[src/rtl/frc_pkg.sv]
package frc_pkg;
  // Strobes from register control to the accumulator datapath
  typedef struct packed {
    logic accClr;  // a ratio register was written this cycle
    logic run;     // denominator is nonzero, counting allowed
  } frcStrobe_t;
endpackage

[src/rtl/frc_ctrl.sv]
module frc_ctrl
  import frc_pkg::*;
#(
  parameter int ADDR_W = 8,
  parameter int DATA_W = 32,
  parameter int FRAC_W = 12,
  parameter logic [ADDR_W-1:0] NUM_OFFS = 8'h10,
  parameter logic [ADDR_W-1:0] DEN_OFFS = 8'h14,
  parameter logic [DATA_W-1:0] NUM_RST = 32'h0000_0008,
  parameter logic [DATA_W-1:0] DEN_RST = 32'h0000_0019
) (
  input  logic              clk,
  input  logic              rstN,
  input  logic              busWrEn,
  input  logic              busRdEn,
  input  logic [ADDR_W-1:0] busAddr,
  input  logic [DATA_W-1:0] busWrData,
  output logic [DATA_W-1:0] busRdData,
  output logic [FRAC_W-1:0] numField,
  output logic [FRAC_W-1:0] denField,
  output logic              ratioErr,
  output frcStrobe_t        strobes
);
  localparam int N_REGS = 2;
  localparam logic [ADDR_W-1:0] REG_OFFS [N_REGS] = '{NUM_OFFS, DEN_OFFS};
  localparam logic [DATA_W-1:0] REG_RST  [N_REGS] = '{NUM_RST, DEN_RST};

  logic [DATA_W-1:0] ratioReg [N_REGS];
  logic [N_REGS-1:0] wrHit;
  logic [N_REGS-1:0] rdHit;

  for (genvar i = 0; i < N_REGS; i++) begin : g_reg
    assign wrHit[i] = busWrEn && (busAddr == REG_OFFS[i]);
    assign rdHit[i] = busRdEn && (busAddr == REG_OFFS[i]);
    always_ff @(posedge clk) begin
      if (!rstN) ratioReg[i] <= REG_RST[i];
      else if (wrHit[i]) ratioReg[i] <= busWrData;
    end
  end

  always_comb begin
    busRdData = '0;
    for (int i = 0; i < N_REGS; i++)
      if (rdHit[i]) busRdData = ratioReg[i];
  end

  assign numField       = ratioReg[0][FRAC_W-1:0];
  assign denField       = ratioReg[1][FRAC_W-1:0];
  assign ratioErr       = (denField == '0);
  assign strobes.accClr = |wrHit;
  assign strobes.run    = !ratioErr;

  // writes elsewhere leave both registers untouched
  assert_unmapped_write_R2: assert property (@(posedge clk) disable iff (!rstN)
    (busWrEn && busAddr != NUM_OFFS && busAddr != DEN_OFFS)
      |=> ($stable(ratioReg[0]) && $stable(ratioReg[1])));
endmodule

[src/rtl/frc_datapath.sv]
module frc_datapath
  import frc_pkg::*;
#(
  parameter int FRAC_W = 12,
  parameter int CNT_W  = 64
) (
  input  logic              clk,
  input  logic              rstN,
  input  frcStrobe_t        strobes,
  input  logic [FRAC_W-1:0] numField,
  input  logic [FRAC_W-1:0] denField,
  output logic [CNT_W-1:0]  count,
  output logic              tick
);
  localparam int SUM_W = FRAC_W + 1;

  logic [FRAC_W-1:0] acc;
  logic [SUM_W-1:0]  sum;
  logic [SUM_W-1:0]  sumWrapped;
  logic              fastRatio;
  logic              carry;

  assign sum        = {1'b0, acc} + {1'b0, numField};
  assign sumWrapped = sum - {1'b0, denField};
  assign fastRatio  = (numField >= denField);
  assign carry      = (sum >= {1'b0, denField});

  always_ff @(posedge clk) begin
    if (!rstN) begin
      acc   <= '0;
      count <= '0;
      tick  <= 1'b0;
    end else if (strobes.accClr) begin
      acc  <= '0;
      tick <= 1'b0;
    end else if (!strobes.run) begin
      tick <= 1'b0;
    end else if (fastRatio) begin
      acc   <= '0;
      count <= count + 1'b1;
      tick  <= 1'b1;
    end else if (carry) begin
      acc   <= sumWrapped[FRAC_W-1:0];
      count <= count + 1'b1;
      tick  <= 1'b1;
    end else begin
      acc  <= sum[FRAC_W-1:0];
      tick <= 1'b0;
    end
  end

  // a tick always accompanies a single-step increment
  assert_tick_step_R4: assert property (@(posedge clk) disable iff (!rstN)
    tick |-> (count == $past(count) + 1'b1));
  // no increment without a tick
  assert_quiet_hold_R4: assert property (@(posedge clk) disable iff (!rstN)
    !tick |-> $stable(count));
  // accumulator phase stays below a nonzero denominator
  assert_acc_bound_R3: assert property (@(posedge clk) disable iff (!rstN)
    (denField != '0) |-> (acc < denField));
  // ratio write restarts the phase without advancing
  assert_clear_on_write_R5: assert property (@(posedge clk) disable iff (!rstN)
    strobes.accClr |=> (acc == '0 && !tick));
  // zero denominator freezes the count
  assert_zero_den_hold_R6: assert property (@(posedge clk) disable iff (!rstN)
    (!strobes.run && !strobes.accClr) |=> !tick);
  // oversized numerator advances on every clock
  assert_fast_ratio_R7: assert property (@(posedge clk) disable iff (!rstN)
    (strobes.run && !strobes.accClr && fastRatio) |=> (tick && acc == '0));
endmodule

[src/rtl/frac_rate_counter.sv]
module frac_rate_counter
  import frc_pkg::*;
#(
  parameter int ADDR_W = 8,
  parameter int DATA_W = 32,
  parameter int FRAC_W = 12,
  parameter int CNT_W  = 64
) (
  input  logic              clk,
  input  logic              rstN,
  input  logic              busWrEn,
  input  logic              busRdEn,
  input  logic [ADDR_W-1:0] busAddr,
  input  logic [DATA_W-1:0] busWrData,
  output logic [DATA_W-1:0] busRdData,
  output logic [CNT_W-1:0]  count,
  output logic              tick,
  output logic              ratioErr
);
  frcStrobe_t        strobes;
  logic [FRAC_W-1:0] numField;
  logic [FRAC_W-1:0] denField;

  frc_ctrl #(
    .ADDR_W(ADDR_W), .DATA_W(DATA_W), .FRAC_W(FRAC_W)
  ) u_ctrl (
    .clk(clk), .rstN(rstN), .busWrEn(busWrEn), .busRdEn(busRdEn),
    .busAddr(busAddr), .busWrData(busWrData), .busRdData(busRdData),
    .numField(numField), .denField(denField), .ratioErr(ratioErr),
    .strobes(strobes)
  );

  frc_datapath #(
    .FRAC_W(FRAC_W), .CNT_W(CNT_W)
  ) u_dp (
    .clk(clk), .rstN(rstN), .strobes(strobes),
    .numField(numField), .denField(denField),
    .count(count), .tick(tick)
  );
endmodule

[config.mk]
export PLATFORM = sky130hd
export DESIGN_NAME = frac_rate_counter
export DESIGN_NICKNAME = d
export VERILOG_FILES = /design/src/rtl/frc_pkg.sv /design/src/rtl/frc_ctrl.sv /design/src/rtl/frc_datapath.sv /design/src/rtl/frac_rate_counter.sv
export SDC_FILE = /design/constraint.sdc
export NUM_CORES = 1
export LEC_CHECK = 0
export BUFFER_PORTS_ARGS = -buffer_cell sky130_fd_sc_hd__buf_4
export CORE_UTILIZATION = 58
export CTS_BUF_LIST = sky130_fd_sc_hd__clkbuf_4 sky130_fd_sc_hd__clkbuf_8
export CTS_CLUSTER_SIZE = 28
export DETAILED_ROUTE_END_ITERATION = 8
export PLACE_DENSITY_LB_ADDON = 0.05
export SETUP_SLACK_MARGIN = 0.2
export SLEW_MARGIN = 30
export SYNTH_ARGS = -nofsm -noshare
export SYNTH_HDL_FRONTEND = slang
export SYNTH_SLANG_ARGS = --single-unit
export TNS_END_PERCENT = 5
[constraint.sdc]
create_clock -name clk -period 4.7 [get_ports clk]
set_input_delay 0.235 -clock clk [delete_from_list [all_inputs] [get_ports clk]]
set_output_delay 0.235 -clock clk [all_outputs]
set_load 0.02 [all_outputs]
==> metrics.cfg <==
[placement]
dp_worst_setup_slack_ps = 283
port-buffer-count = 141
dp.cells = 1145
hpwl_um = 14100
placed_cell_area_um2 = 9240
routabilityCongestion = 0.850

[critical_path]
cpPeakStageDelay_ps = 470
crit_slowest_cell = nor4_1
critPathKind = flop to flop
crit_family = simple AND/OR/NAND/NOR gates
required_ps = 5090
crit_path_cell_trace = ha_1 > fa_2 > a211oi_2 > o21ai_0 > and3_1 > nor2_1 > xnor2_1 > ha_1 > and4_1 > o21ai_0 > nand4bb_1 > nand3_2 > buf_4 > o21ai_2 > clkbuf_16 > nor4_1 > mux2i_1
critPathMaxFanout = 8
cp-start-kind = flop
cp-end-kind = flop
worst-path-buf-inv = 2
cp.arrival_ps = 4670
rrSetupSlack_ps = 420

[clocking]
cts.sinks = 141
cts_made_buffers = 17
cts-hold-fix-buffers = 0
cts_buffer_depth = 2
cts_tree = yes
htreeDepth = 4
cts-root-buf = clkbuf_8
worstSkewPairLatency_ps = 460
path_clk_slew_ps = 90

[final_layout]
multi_input_area_um2 = 4260
final_cells = 1180
stdcell_area_um2 = 9760
layout.area.seq_um2 = 3460
fin_util_pct = 73.4
fin_nets = 1074
drive_gt1_share_pct = 20.5
fill_cells = 993
syn2layout_area_growth_pct = 23.0
antennaDiodeCount = 0

[detailed_routing]
vias_per_cell = 5.90
first_pass_iters = 7
route.detailed.drc = 0
ant_nets = 0
wl_um = 20100
wire_per_inst_um = 17.0
first_iter_violations = 510
vias = 6959

[global_routing]
grt_max_degree = 53
grt_pass1_wl_um = 32000
antenna_found_initial = 0
grtUsageTotal_pct = 28.6
grt_overflow = 0
first_global_vias = 6634

[timing]
min_period_ps = 4280
worst_pin_slew_ps = 903
finalHoldViolCount = 0
clock.fmax_mhz = 234
setup_violations = 0
slew_headroom_pct = 39.0
finalClockSkew_ps = 16.0
timing.final.crit_share_pct = 91.1
drv_slew = 0
fin_ws_ps = 418
setup_tns_ps = 0
rsz0062_at_grt = no

[synthesis]
synth_top_area_cell = edfxtp_1
synthMostInstantiatedCell = dfxtp_1
netlist_area_um2 = 7930
synth_enable_flop_cells = 64
seq_area_frac_synth_pct = 43.7
ys_ff_latch = 141
async_flop_share_pct = 0
yosys_warnings = 0
synthDistinctLibCells = 51
synthCells = 855
syn_nets = 938
yosys-top-cells-count = dfxtp_1 (77), nand2_1 (71), nor2_1 (65)
synth.top_cells.by_area = edfxtp_1 (24%), dfxtp_1 (19%), mux2i_1 (6.4%)
ys.flop_type = dfxtp_1
avgSynthCellArea_um2 = 9.28
synthDominantCellAreaShare_pct = 24.2

[floorplanning]
io_pins = 142
initial_core_util_pct = 59.7
die_w_um = 119
core_area_um2 = 13300
rows = 42
die_height_um = 119
dieArea_um2 = 14100

[power]
power_leakage_nw = 3.92
ir_drop_mv = 0.247
power.density_nw_per_um2 = 406

[flow_run]
cap_violations = 0

[status]
outcome = finished clean

[min_path]
hold_path_class = input pin to flop

[area by class of cell]
type | count | area share, %
clock buffer | 18 | 2.47
inverter | 29 | 1.12
timing repair buffer | 159 | 12.8
tap | 176 | 2.26
clock inverter | 14 | 2.13
sequential | 141 | 35.5
multi-input combinational | 643 | 43.7
[logic make-up (layout without fill, tap and decap cells)]
logic type      count (synthesis)  after routing  synth area share [%]
compound gates                163            163                  12.8
xor+xnor                       23             23                  2.54
fa+ha+maj                      39             39                  6.34
buf+inv                        71            220                  3.39
flops                         141            141                  43.7
mux                            51             51                  6.44
simple gates                  367            367                  24.8
[metrics by stage]
| step | power (mW) | hold WS [ps] |
|---|---|---|
| after floorplan | 2.42 | 385 |
| after CTS | 3.88 | 38.0 |
| after global routing | 4.17 | 34.4 |
| after global placement | 2.73 | 441 |
| after detailed placement | 2.78 | 454 |
| final | 3.96 | 48.7 |
[cell usage in the layout (no fill, tap or decap), types with 28 or more instances in the layout]
cell type	Yosys	routed
mux2i_1	51	51
and2_1	63	63
edfxtp_1	64	64
o21ai_0	50	46
dfxtp_1	77	77
buf_4	0	151
a21oi_1	48	48
ha_1	37	37
inv_1	28	28
nor2_1	65	65
nand2_1	71	71
[registers in the layout (all words and copies together) (netlist names)]
name             cells
u_dp.acc            12
u_ctrl.ratioReg     64
u_dp.tick            1
u_dp.count          64
[layer usage]
layer | wire, um | part of all wire, % | vias to the layer above | track usage, %
li1 | - | - | 3397 | -
met1 | 8860 | 44 | 3311 | 36.9
met2 | 9700 | 48 | 227 | 47.3
met3 | 1250 | 6.2 | 24 | 6.90
met4 | 277 | 1.4 | 0 | 8.94
met5 | 0 | 0 | - | 0
[path summary, 6_finish.rpt]
kind	startpoint	end	cells past startpoint
worst max-delay path	u_ctrl.ratioReg[0][0]	u_dp.count[17]	17
worst min-delay path	busWrData[0]	u_ctrl.ratioReg[1][0]	2
worst max register to register	u_ctrl.ratioReg[0][0]	u_dp.count[17]	17
worst min register to register	u_dp.acc[7]	u_dp.acc[7]	2
[what timing repair did]
item | in CTS | in global routing
setup buffers | 0 | 1
gates resized for setup | 0 | 9
endpoints found under the setup margin | 0 | 61
[where the power goes]
part	leakage, nW	internal, mW	switching (mW)
clock network	0.227	0.597	0.515
logic	2.46	0.628	0.800
registers	1.23	1.36	0.0632
(Power assumes the default switching activity.)
